--- src/rtl/rate_meter_pkg.sv ---
package rate_meter_pkg;
  localparam int unsigned FREQ_W = 23;

  typedef enum logic [1:0] {
    ST_IDLE  = 2'd0,
    ST_ARMED = 2'd1,
    ST_RUN   = 2'd2
  } meas_state_e;

  // range code -> extra window exponent; 2'b11 aliases 2'b10
  function automatic int unsigned range_exp_add(logic [1:0] code);
    case (code)
      2'b00:   return 0;
      2'b01:   return 1;
      default: return 2;
    endcase
  endfunction
endpackage

--- src/rtl/rm_window_timer.sv ---
module rm_window_timer import rate_meter_pkg::*; #(
  parameter int unsigned BASE_EXP = 14
) (
  input  logic       clk_i,
  input  logic       rst_ni,
  input  logic       clear_i,
  input  logic       count_en_i,
  input  logic       ref_tick_i,
  input  logic [1:0] code_i,
  output logic       last_o
);
  localparam int unsigned TW = BASE_EXP + 3;
  localparam logic [TW-1:0] ONE = TW'(1);

  logic [TW-1:0] cnt_q;
  logic [TW-1:0] lim;

  always_comb lim = (ONE << (BASE_EXP + range_exp_add(code_i))) - ONE;

  assign last_o = count_en_i & ref_tick_i & (cnt_q == lim);

  always_ff @(posedge clk_i or negedge rst_ni) begin
    if (!rst_ni)                       cnt_q <= '0;
    else if (clear_i)                  cnt_q <= '0;
    else if (count_en_i && ref_tick_i) cnt_q <= cnt_q + ONE;
  end
endmodule

--- src/rtl/rm_event_counter.sv ---
module rm_event_counter #(
  parameter int unsigned W   = 23,
  parameter int unsigned MAX = (1 << 23) - 1
) (
  input  logic         clk_i,
  input  logic         rst_ni,
  input  logic         clear_i,
  input  logic         count_en_i,
  input  logic         tick_i,
  output logic [W-1:0] next_o,
  output logic         hit_o
);
  localparam logic [W-1:0] MAX_V = W'(MAX);

  logic [W-1:0] cnt_q;

  assign hit_o  = count_en_i & tick_i & (cnt_q == MAX_V);
  assign next_o = (count_en_i && tick_i && !hit_o) ? cnt_q + W'(1) : cnt_q;

  always_ff @(posedge clk_i or negedge rst_ni) begin
    if (!rst_ni)      cnt_q <= '0;
    else if (clear_i) cnt_q <= '0;
    else              cnt_q <= next_o;
  end
endmodule

--- src/rtl/rm_result_regs.sv ---
module rm_result_regs #(
  parameter int unsigned W = 23
) (
  input  logic         clk_i,
  input  logic         rst_ni,
  input  logic         load_i,
  input  logic [W-1:0] value_i,
  output logic [7:0]   hi_o,
  output logic [7:0]   mid_o,
  output logic [7:0]   lo_o
);
  localparam int unsigned LANES = (W + 7) / 8;
  localparam int unsigned PW    = LANES * 8;

  logic [PW-1:0] val_q;
  logic [7:0]    lane [LANES];

  always_ff @(posedge clk_i or negedge rst_ni) begin
    if (!rst_ni)     val_q <= '0;
    else if (load_i) val_q <= PW'(value_i);
  end

  for (genvar g = 0; g < LANES; g++) begin : g_lane
    assign lane[g] = val_q[g*8 +: 8];
  end

  assign lo_o  = lane[0];
  assign mid_o = lane[1];
  assign hi_o  = lane[2];
endmodule

--- src/rtl/rate_meter.sv ---
module rate_meter import rate_meter_pkg::*; #(
  parameter int unsigned BASE_EXP = 14,
  parameter int unsigned CNT_MAX  = (1 << 23) - 1
) (
  input  logic       clk_i,
  input  logic       rst_ni,
  input  logic       ref_tick_i,
  input  logic       meas_tick_i,
  input  logic [1:0] range_sel_i,
  input  logic       enable_i,
  input  logic       restart_i,
  input  logic       lol_i,
  output logic       done_o,
  output logic       valid_o,
  output logic       overflow_o,
  output logic [7:0] freq_hi_o,
  output logic [7:0] freq_mid_o,
  output logic [7:0] freq_lo_o
);
  meas_state_e       state_q, state_d;
  logic [1:0]        code_q;
  logic              run, last, load;
  logic              done_q, ovf_q, run_ovf_q, hit, ovf_next;
  logic [FREQ_W-1:0] cnt_next;

  assign run      = (state_q == ST_RUN) & enable_i & ~restart_i;
  assign load     = run & last;
  assign ovf_next = run_ovf_q | hit;

  always_comb begin
    state_d = state_q;
    if (restart_i) state_d = ST_ARMED;
    else begin
      case (state_q)
        ST_ARMED: state_d = enable_i ? ST_RUN : ST_IDLE;
        ST_RUN:   if (!enable_i || last) state_d = ST_IDLE;
        default:  state_d = ST_IDLE;
      endcase
    end
  end

  always_ff @(posedge clk_i or negedge rst_ni) begin
    if (!rst_ni) begin
      state_q   <= ST_IDLE;
      code_q    <= 2'b00;
      done_q    <= 1'b0;
      ovf_q     <= 1'b0;
      run_ovf_q <= 1'b0;
    end else begin
      state_q <= state_d;
      // range captured as the window opens
      if (state_q == ST_ARMED && !restart_i) code_q <= range_sel_i;
      if (restart_i) begin
        done_q    <= 1'b0;
        ovf_q     <= 1'b0;
        run_ovf_q <= 1'b0;
      end else begin
        if (hit)  run_ovf_q <= 1'b1;
        if (load) begin
          done_q <= 1'b1;
          ovf_q  <= ovf_next;
        end
      end
    end
  end

  rm_window_timer #(.BASE_EXP(BASE_EXP)) u_timer (
    .clk_i      (clk_i),
    .rst_ni     (rst_ni),
    .clear_i    (restart_i),
    .count_en_i (run),
    .ref_tick_i (ref_tick_i),
    .code_i     (code_q),
    .last_o     (last)
  );

  rm_event_counter #(.W(FREQ_W), .MAX(CNT_MAX)) u_events (
    .clk_i      (clk_i),
    .rst_ni     (rst_ni),
    .clear_i    (restart_i),
    .count_en_i (run),
    .tick_i     (meas_tick_i),
    .next_o     (cnt_next),
    .hit_o      (hit)
  );

  rm_result_regs #(.W(FREQ_W)) u_result (
    .clk_i   (clk_i),
    .rst_ni  (rst_ni),
    .load_i  (load),
    .value_i (cnt_next),
    .hi_o    (freq_hi_o),
    .mid_o   (freq_mid_o),
    .lo_o    (freq_lo_o)
  );

  assign done_o     = done_q;
  assign valid_o    = done_q & ~lol_i;
  assign overflow_o = ovf_q;
endmodule

--- config.mk ---
export PLATFORM = sky130hd
export DESIGN_NAME = rate_meter
export DESIGN_NICKNAME = d
export VERILOG_FILES = /design/src/rtl/rate_meter_pkg.sv /design/src/rtl/rm_window_timer.sv /design/src/rtl/rm_event_counter.sv /design/src/rtl/rm_result_regs.sv /design/src/rtl/rate_meter.sv
export SDC_FILE = /design/constraint.sdc
export NUM_CORES = 1
export LEC_CHECK = 0
export CAP_MARGIN = 5
export CORE_MARGIN = 2
export CORE_UTILIZATION = 35
export CTS_BUF_LIST = sky130_fd_sc_hd__clkbuf_16
export DETAILED_ROUTE_END_ITERATION = 10
export PLACE_DENSITY = 0.61
export SYNTH_ARGS = -nofsm -noshare
export SYNTH_HDL_FRONTEND = slang
export SYNTH_SLANG_ARGS = --single-unit
--- constraint.sdc ---
create_clock -name clk_i -period 5.5 [get_ports clk_i]
set_input_delay 1.65 -clock clk_i [delete_from_list [all_inputs] [get_ports clk_i]]
set_output_delay 1.65 -clock clk_i [all_outputs]
set_load 0.01 [all_outputs]
==> summary.txt, run 1 <==
Clocking
  • CTS tree: built
  • Total setup buffers inserted after CTS: 0
  • CTS Buf Count: 9
  • CTS Hold Bufs: 0
  • # resized after CTS: 0
  • H-tree depth: 3
  • CTS root buf: clkbuf_16
  • Clk sinks: 70
  • CTS max path bufs: 2
  • Reg clk slew, reported paths: 0.05 ns
  • Worst-Skew Late Latency: 0.33 ns

Run
  • Max cap viols: 0

Floorplanning
  • Die Height: 102 um
  • Top Ports: 36
  • Core outline area: 9280 um^2
  • Die area: 10400 um^2
  • Row count: 35
  • Starting Density: 36.2%
  • Die X: 102 um

Cells and area
  • Nets: 384
  • Ant. Diodes: 0
  • Fillcell total: 890
  • Share of layout cells above drive strength 1: 9.02%
  • Area of the multi-input gates: 1520 um^2
  • FF/Latch Area: 1750 um^2
  • Area Overhead vs Synth: 23.5%

Routing
  • Via Count: 2528
  • Final WL: 7040 um
  • Routed wire per std cell: 13.9 um
  • # DRC: 0
  • Detailed router's first-iteration violation count: 98
  • Final ANT Viol Nets: 0
  • First drt pass iteration count: 4
  • Avg Vias per Cell: 5.00

STA
  • Final Hold Viols: 0
  • Hold slack: 0.476 ns
  • Worst Tran Pin Value: 1.09 ns
  • Setup-failing EPs final: 0
  • Fin crit share: 78.9%
  • Final Max Slew Viols: 0
  • Peak Freq: 230 MHz
  • RSZ-0062 raised after global routing: no
  • Setup TNS: 0 ns
  • Final worst slack: 1.16 ns
  • Final min period: 4.34 ns
  • Slew headroom: 27.0%
  • Worst Skew: 0.00709 ns

Synth
  • Syn_nets: 351
  • Sequential area share after synthesis: 52.1%
  • Most common cell in the netlist: dfrtp_1
  • Mapped Area: 3360 um^2
  • Post-synth top cells: dfrtp_1, nor2_1, nand2_1
  • Top cells by area, synth: dfrtp_1, nor2_1, xor2_1, a21oi_1, nand2_1
  • Post-Synthesis Cells: 339
  • Yosys top cell by area: dfrtp_1
  • Top-area cell type share of the netlist area: 52.1%
  • Cell variety after synth: 50
  • Fraction of registers with async set/reset: 100%
  • Main synth FF type: dfrtp_1
  • Flops & latches, synth: 70
  • Number of synthesized flops with an enable pin: 0
  • Yosys warnings: 0
  • Avg Inst Size Synth: 9.92 um^2

Placed design
  • Placer Congestion: 0.839
  • Final HPWL DP: 4850 um
  • Port Buffers: 34
  • Pre-CTS setup slack: 1.15 ns

Global routing
  • Number of global-route vias before repair: 2520
  • First-pass GRT wire length: 12200 um
  • Largest net degree at the start of global routing: 48
  • Initial antenna violation count: 0
  • Final global-route overflow total: 0
  • Tot GR Track Use: 15.1%

Pwr
  • Power Dens Cells: 291 nW/um^2
  • Worst vdd ir: 0.140 mV
  • Static leakage: 1.75 nW

Worst setup path
  • Worst Path Required: 3.85 ns
  • CP max FO: 1
  • CP arrival: 2.69 ns
  • Crit Path Class: in -> out
  • Worst Setup Start Kind: input pin
  • Critical Path Sink Type: primary output

Run status
  • Run status: completed

Min path
  • Hold crit path type: reg -> reg
[critical path, stage by stage]
cell and delay [ns]:
clkdlybuf4s50_1 0.39, nor2b_1 0.10, clkdlybuf4s50_1 0.54
[through the flow]
| stage | instances | utilization, % | total power [mW] | instance area [um^2] |
|---|---|---|---|---|
| 3_5_place_dp | 490 | 41.1 | 0.564 | 3810 |
| 6_report | 506 | 44.7 | 1.21 | 4150 |
| 5_1_grt | 506 | 44.7 | 1.25 | 4150 |
| 2_1_floorplan | 339 | - | 0.543 | 3360 |
| 4_1_cts | 506 | 44.7 | 1.23 | 4150 |
| 3_3_place_gp | 490 | 41.1 | 0.564 | 3810 |
[cells by family after synthesis]
kind of cell / Yosys count / synth area share (%)
adder cells (fa/ha/maj): 3 / 1.12
buffers and inverters: 20 / 2.68
flip-flops: 70 / 52.1
other: 1 / 0.112
AND/OR/NAND/NOR: 159 / 25.0
XOR/XNOR: 25 / 6.51
multiplexers: 8 / 2.49
AO/OA/AOI/OAI: 53 / 10.0
[cell type report]
type                       instances  area share [%]
timing repair buffer              38            8.80
clock inverter                     7            2.74
multi-input combinational        249            36.6
inverter                           4           0.361
sequential                        70            42.2
tap                              129            3.89
clock buffer                       9            5.42
[power by group]
group          total (mW)  switching, mW  internal, mW
clock network       0.654          0.214         0.440
registers           0.522        0.00297         0.519
logic              0.0317         0.0207        0.0110
[placed cells by master, fill, tap and decap left out, types with 6 or more instances in the layout]
cell type and count:
nand4_1 12, o21ai_0 6, nor2_1 61, clkbuf_16 9
clkdlybuf4s50_1 33, a21oi_1 22, a31oi_1 6, and3_1 8
xor2_1 15, dfrtp_1 70, nand2_1 28, xnor2_1 10
nand3_1 19
[per-layer routing]
metal	routed length [um]	part of all wire [%]	track usage (%)	vias to the layer above
li1	-	-	-	1268
met1	3370	48	20.2	1208
met2	3320	47	23.7	43
met3	260	3.7	4.31	9
met4	84	1.2	4.72	0
met5	0	0	0	-
[registers in the layout, summed over array words and instances, names as in the netlist]
| register | cells |
|---|---|
| u_timer.cnt_q | 17 |
| u_result.val_q | 23 |
| u_events.cnt_q | 23 |
| overflow_o | 1 |
| state_q | 2 |
| done_o | 1 |
| code_q | 2 |
| run_ovf_q | 1 |
[worst paths after layout]
kind | startpoint | end | slack (ns) | depth (start not counted)
worst max-delay path | lol_i | valid_o | 1.16 | 3
worst min-delay path | u_result.val_q[22] | u_result.val_q[22] | 0.48 | 2
worst max register to register | u_events.cnt_q[0] | u_result.val_q[9] | 3.09 | 6
worst min register to register | u_result.val_q[22] | u_result.val_q[22] | 0.48 | 2
max in group asynchronous | rst_ni | u_events.cnt_q[22] | 3.13 | 2
min in group asynchronous | rst_ni | u_events.cnt_q[4] | 1.49 | 1
(Power assumes the default switching activity.)
==> run 2: changes to the inputs <==
==> constraint.sdc (replaced) <==
create_clock -name clk_i -period 4.4 [get_ports clk_i]
set_input_delay 1.32 -clock clk_i [delete_from_list [all_inputs] [get_ports clk_i]]
set_output_delay 1.32 -clock clk_i [all_outputs]
set_load 0.01 [all_outputs]
==> summary.txt, run 2 (synthesized netlist as in run 1, its figures left out) <==
STA
  • Setup-failing EPs final: 0 (unchanged)
  • Final min period: 3.69 ns
  • RSZ-0062 raised after global routing: no
  • Fin crit share: 83.9%
  • Setup TNS: 0 ns (unchanged)
  • Worst Skew: 0.0120 ns (+0.00494 ns)
  • Final Max Slew Viols: 0 (unchanged)
  • Slew headroom: 25.8% (-1.2 points)
  • Peak Freq: 271 MHz
  • Final Hold Viols: 0 (unchanged)
  • Worst Tran Pin Value: 1.10 ns (+0.0173 ns)

Cells and area
  • Most common cell after layout, fill and taps aside: dfrtp_1
  • Nets: 384 (unchanged)
  • Share of layout cells above drive strength 1: 9.31% (+0.29 points)
  • Final non-filler cell area: 4150 um^2 (about the same)
  • Ant. Diodes: 0 (unchanged)
  • Final Core Density: 44.7% (about the same)
  • Most frequent cells in the layout: dfrtp_1, nor2_1, clkdlybuf4s50_1
  • Area Overhead vs Synth: 23.4% (about the same)
  • Fillcell total: 916 (+2.9%)
  • Area of the multi-input gates: 1520 um^2 (unchanged)
  • FF/Latch Area: 1750 um^2 (unchanged)
  • Largest regs: u_events.cnt_q: 23 flops, u_result.val_q: 23 flops, u_timer.cnt_q: 17 flops

Placed design
  • Placer Congestion: 0.862 (+2.8%)
  • Port Buffers: 34 (unchanged)
  • Post-DP Area: 3810 um^2 (unchanged)
  • Final HPWL DP: 4860 um (+0.34%)

Global routing
  • Initial antenna violation count: 0 (unchanged)
  • Final global-route overflow total: 0 (unchanged)
  • Met3 Use GR: 3.21% (-1.1 points)
  • Met2 Resource Use GR: 22.4% (-1.4 points)
  • Tot GR Track Use: 14.9% (-0.14 points)
  • Number of global-route vias before repair: 2478 (-1.7%)
  • First-pass GRT wire length: 12000 um (-1.5%)
  • Layer with the highest usage: met2
  • Largest net degree at the start of global routing: 71 (+48%)
  • Routing usage on met1: 20.5% (+0.31 points)

Pwr
  • NetSw: 0.295 mW (+24%)
  • Worst vdd ir: 0.186 mV (+33%)
  • Static leakage: 1.75 nW (-0.17%)
  • Clock group share of total power: 54.1% (about the same)
  • Internal Power: 1.21 mW (+25%)
  • Power Total: 1.51 mW (+25%)
  • Sw Ratio: 19.6% (-0.098 points)
  • Combinational Power Share: 2.7% (about the same)
  • Flop pwr share: 43.3% (about the same)
  • Power Dens Cells: 363 nW/um^2 (+25%)

Routing
  • Via Count: 2582 (+2.1%)
  • # DRC: 0 (unchanged)
  • First drt pass iteration count: 4 (unchanged)
  • Routed wire per std cell: 14.1 um (+1.1%)
  • Final ANT Viol Nets: 0 (unchanged)
  • Avg Vias per Cell: 5.11 (+2.3%)
  • Final WL: 7100 um (+0.91%)
  • Detailed router's first-iteration violation count: 157 (+60%)

Clocking
  • CTS tree: built
  • CTS Buf Count: 9 (unchanged)
  • Reg clk slew, reported paths: 0.06 ns (about the same)
  • Total setup buffers inserted after CTS: 0 (unchanged)
  • CTS root buf: clkbuf_16
  • CTS max path bufs: 2 (unchanged)
  • CTS Hold Bufs: 0 (unchanged)
  • Worst-Skew Late Latency: 0.33 ns (about the same)
  • H-tree depth: 3 (unchanged)
  • # resized after CTS: 0 (unchanged)
  • Clk sinks: 70 (unchanged)

Min path
  • Hold crit path type: reg -> reg
  • Hold path cells: 2 (unchanged)

Floorplanning
  • Row count: 35 (unchanged)
  • Core outline area: 9280 um^2 (unchanged)
  • Top Ports: 36 (unchanged)
  • Die Height: 102 um (unchanged)
  • Die X: 102 um (unchanged)
  • Starting Density: 36.2% (unchanged)
  • Die area: 10400 um^2 (unchanged)

Worst setup path
  • CP arrival: 2.37 ns (-0.32 ns)
  • Buf/Inv on CP: 2 (unchanged)
  • Crit path largest cell delay: 0.54 ns (about the same)
  • Crit path max-delay family: buffers and inverters
  • Critical Path Sink Type: primary output
  • Critical path depth: 3 (unchanged)
  • CP max FO: 1 (unchanged)
  • CP max-delay cell: clkdlybuf4s50_1
  • Crit Path Class: in -> out
  • R2R cell count: 6 (unchanged)
  • Critical path cell sequence: clkdlybuf4s50_1 -> nor2b_1 -> clkdlybuf4s50_1
  • Critical path's most frequent cell: clkdlybuf4s50_1
  • Worst Setup Start Kind: input pin
  • Worst Path Required: 3.08 ns (-0.77 ns)

Run
  • Max cap viols: 0 (unchanged)

Run status
  • Run status: completed
==> run 2: final cells by class <==
| type | instances | area share, % |
|---|---|---|
| sequential | 70 | 42.2 |
| multi-input combinational | 249 | 36.6 |
| timing repair buffer | 38 | 8.80 |
| clock buffer | 9 | 5.42 |
| tap | 129 | 3.89 |
| clock inverter | 6 | 2.68 |
| inverter | 4 | 0.362 |
==> run 2: layer usage <==
metal	vias to the layer above	part of all wire [%]
met5	-	0
met4	0	1.7
met3	10	3.0
met2	42	47
met1	1269	48
li1	1261	-
==> run 2: power by group through the flow <==
stage / combinational, mW / sequential (mW) / clock [mW]
after floorplan: 0.0168 / 0.662 / 0
after global placement: 0.0411 / 0.663 / 0
after detailed placement: 0.0416 / 0.663 / 0
after CTS: 0.0418 / 0.652 / 0.833
after global routing: 0.0458 / 0.652 / 0.863
final: 0.0402 / 0.652 / 0.815
==> run 2: worst reg2reg max path: cells and delay by family (launching register included) <==
kind | cells | cell delay (ns)
flip-flops | 1 | 0.41
AO/OA/AOI/OAI | 3 | 0.65
adder cells (fa/ha/maj) | 1 | 0.21
AND/OR/NAND/NOR | 2 | 1.09
==> run 2: worst paths after layout <==
kind	startpoint	end	slack, ns
worst max-delay path	lol_i	valid_o	0.71
worst min register to register	u_result.val_q[18]	u_result.val_q[18]	0.48
max in group asynchronous	rst_ni	u_events.cnt_q[7]	2.62
worst max register to register	u_events.cnt_q[0]	u_result.val_q[9]	1.96
min in group asynchronous	rst_ni	u_result.val_q[6]	1.17
worst min-delay path	u_result.val_q[18]	u_result.val_q[18]	0.48
==> run 2: metrics by stage <==
stage,setup WS (ns),hold slack (ns),instances
after floorplan,1.58,0.450,339
after global placement,0.707,0.468,490
after detailed placement,0.727,0.470,490
after CTS,0.710,0.483,505
after global routing,0.666,0.501,505
final,0.709,0.477,505
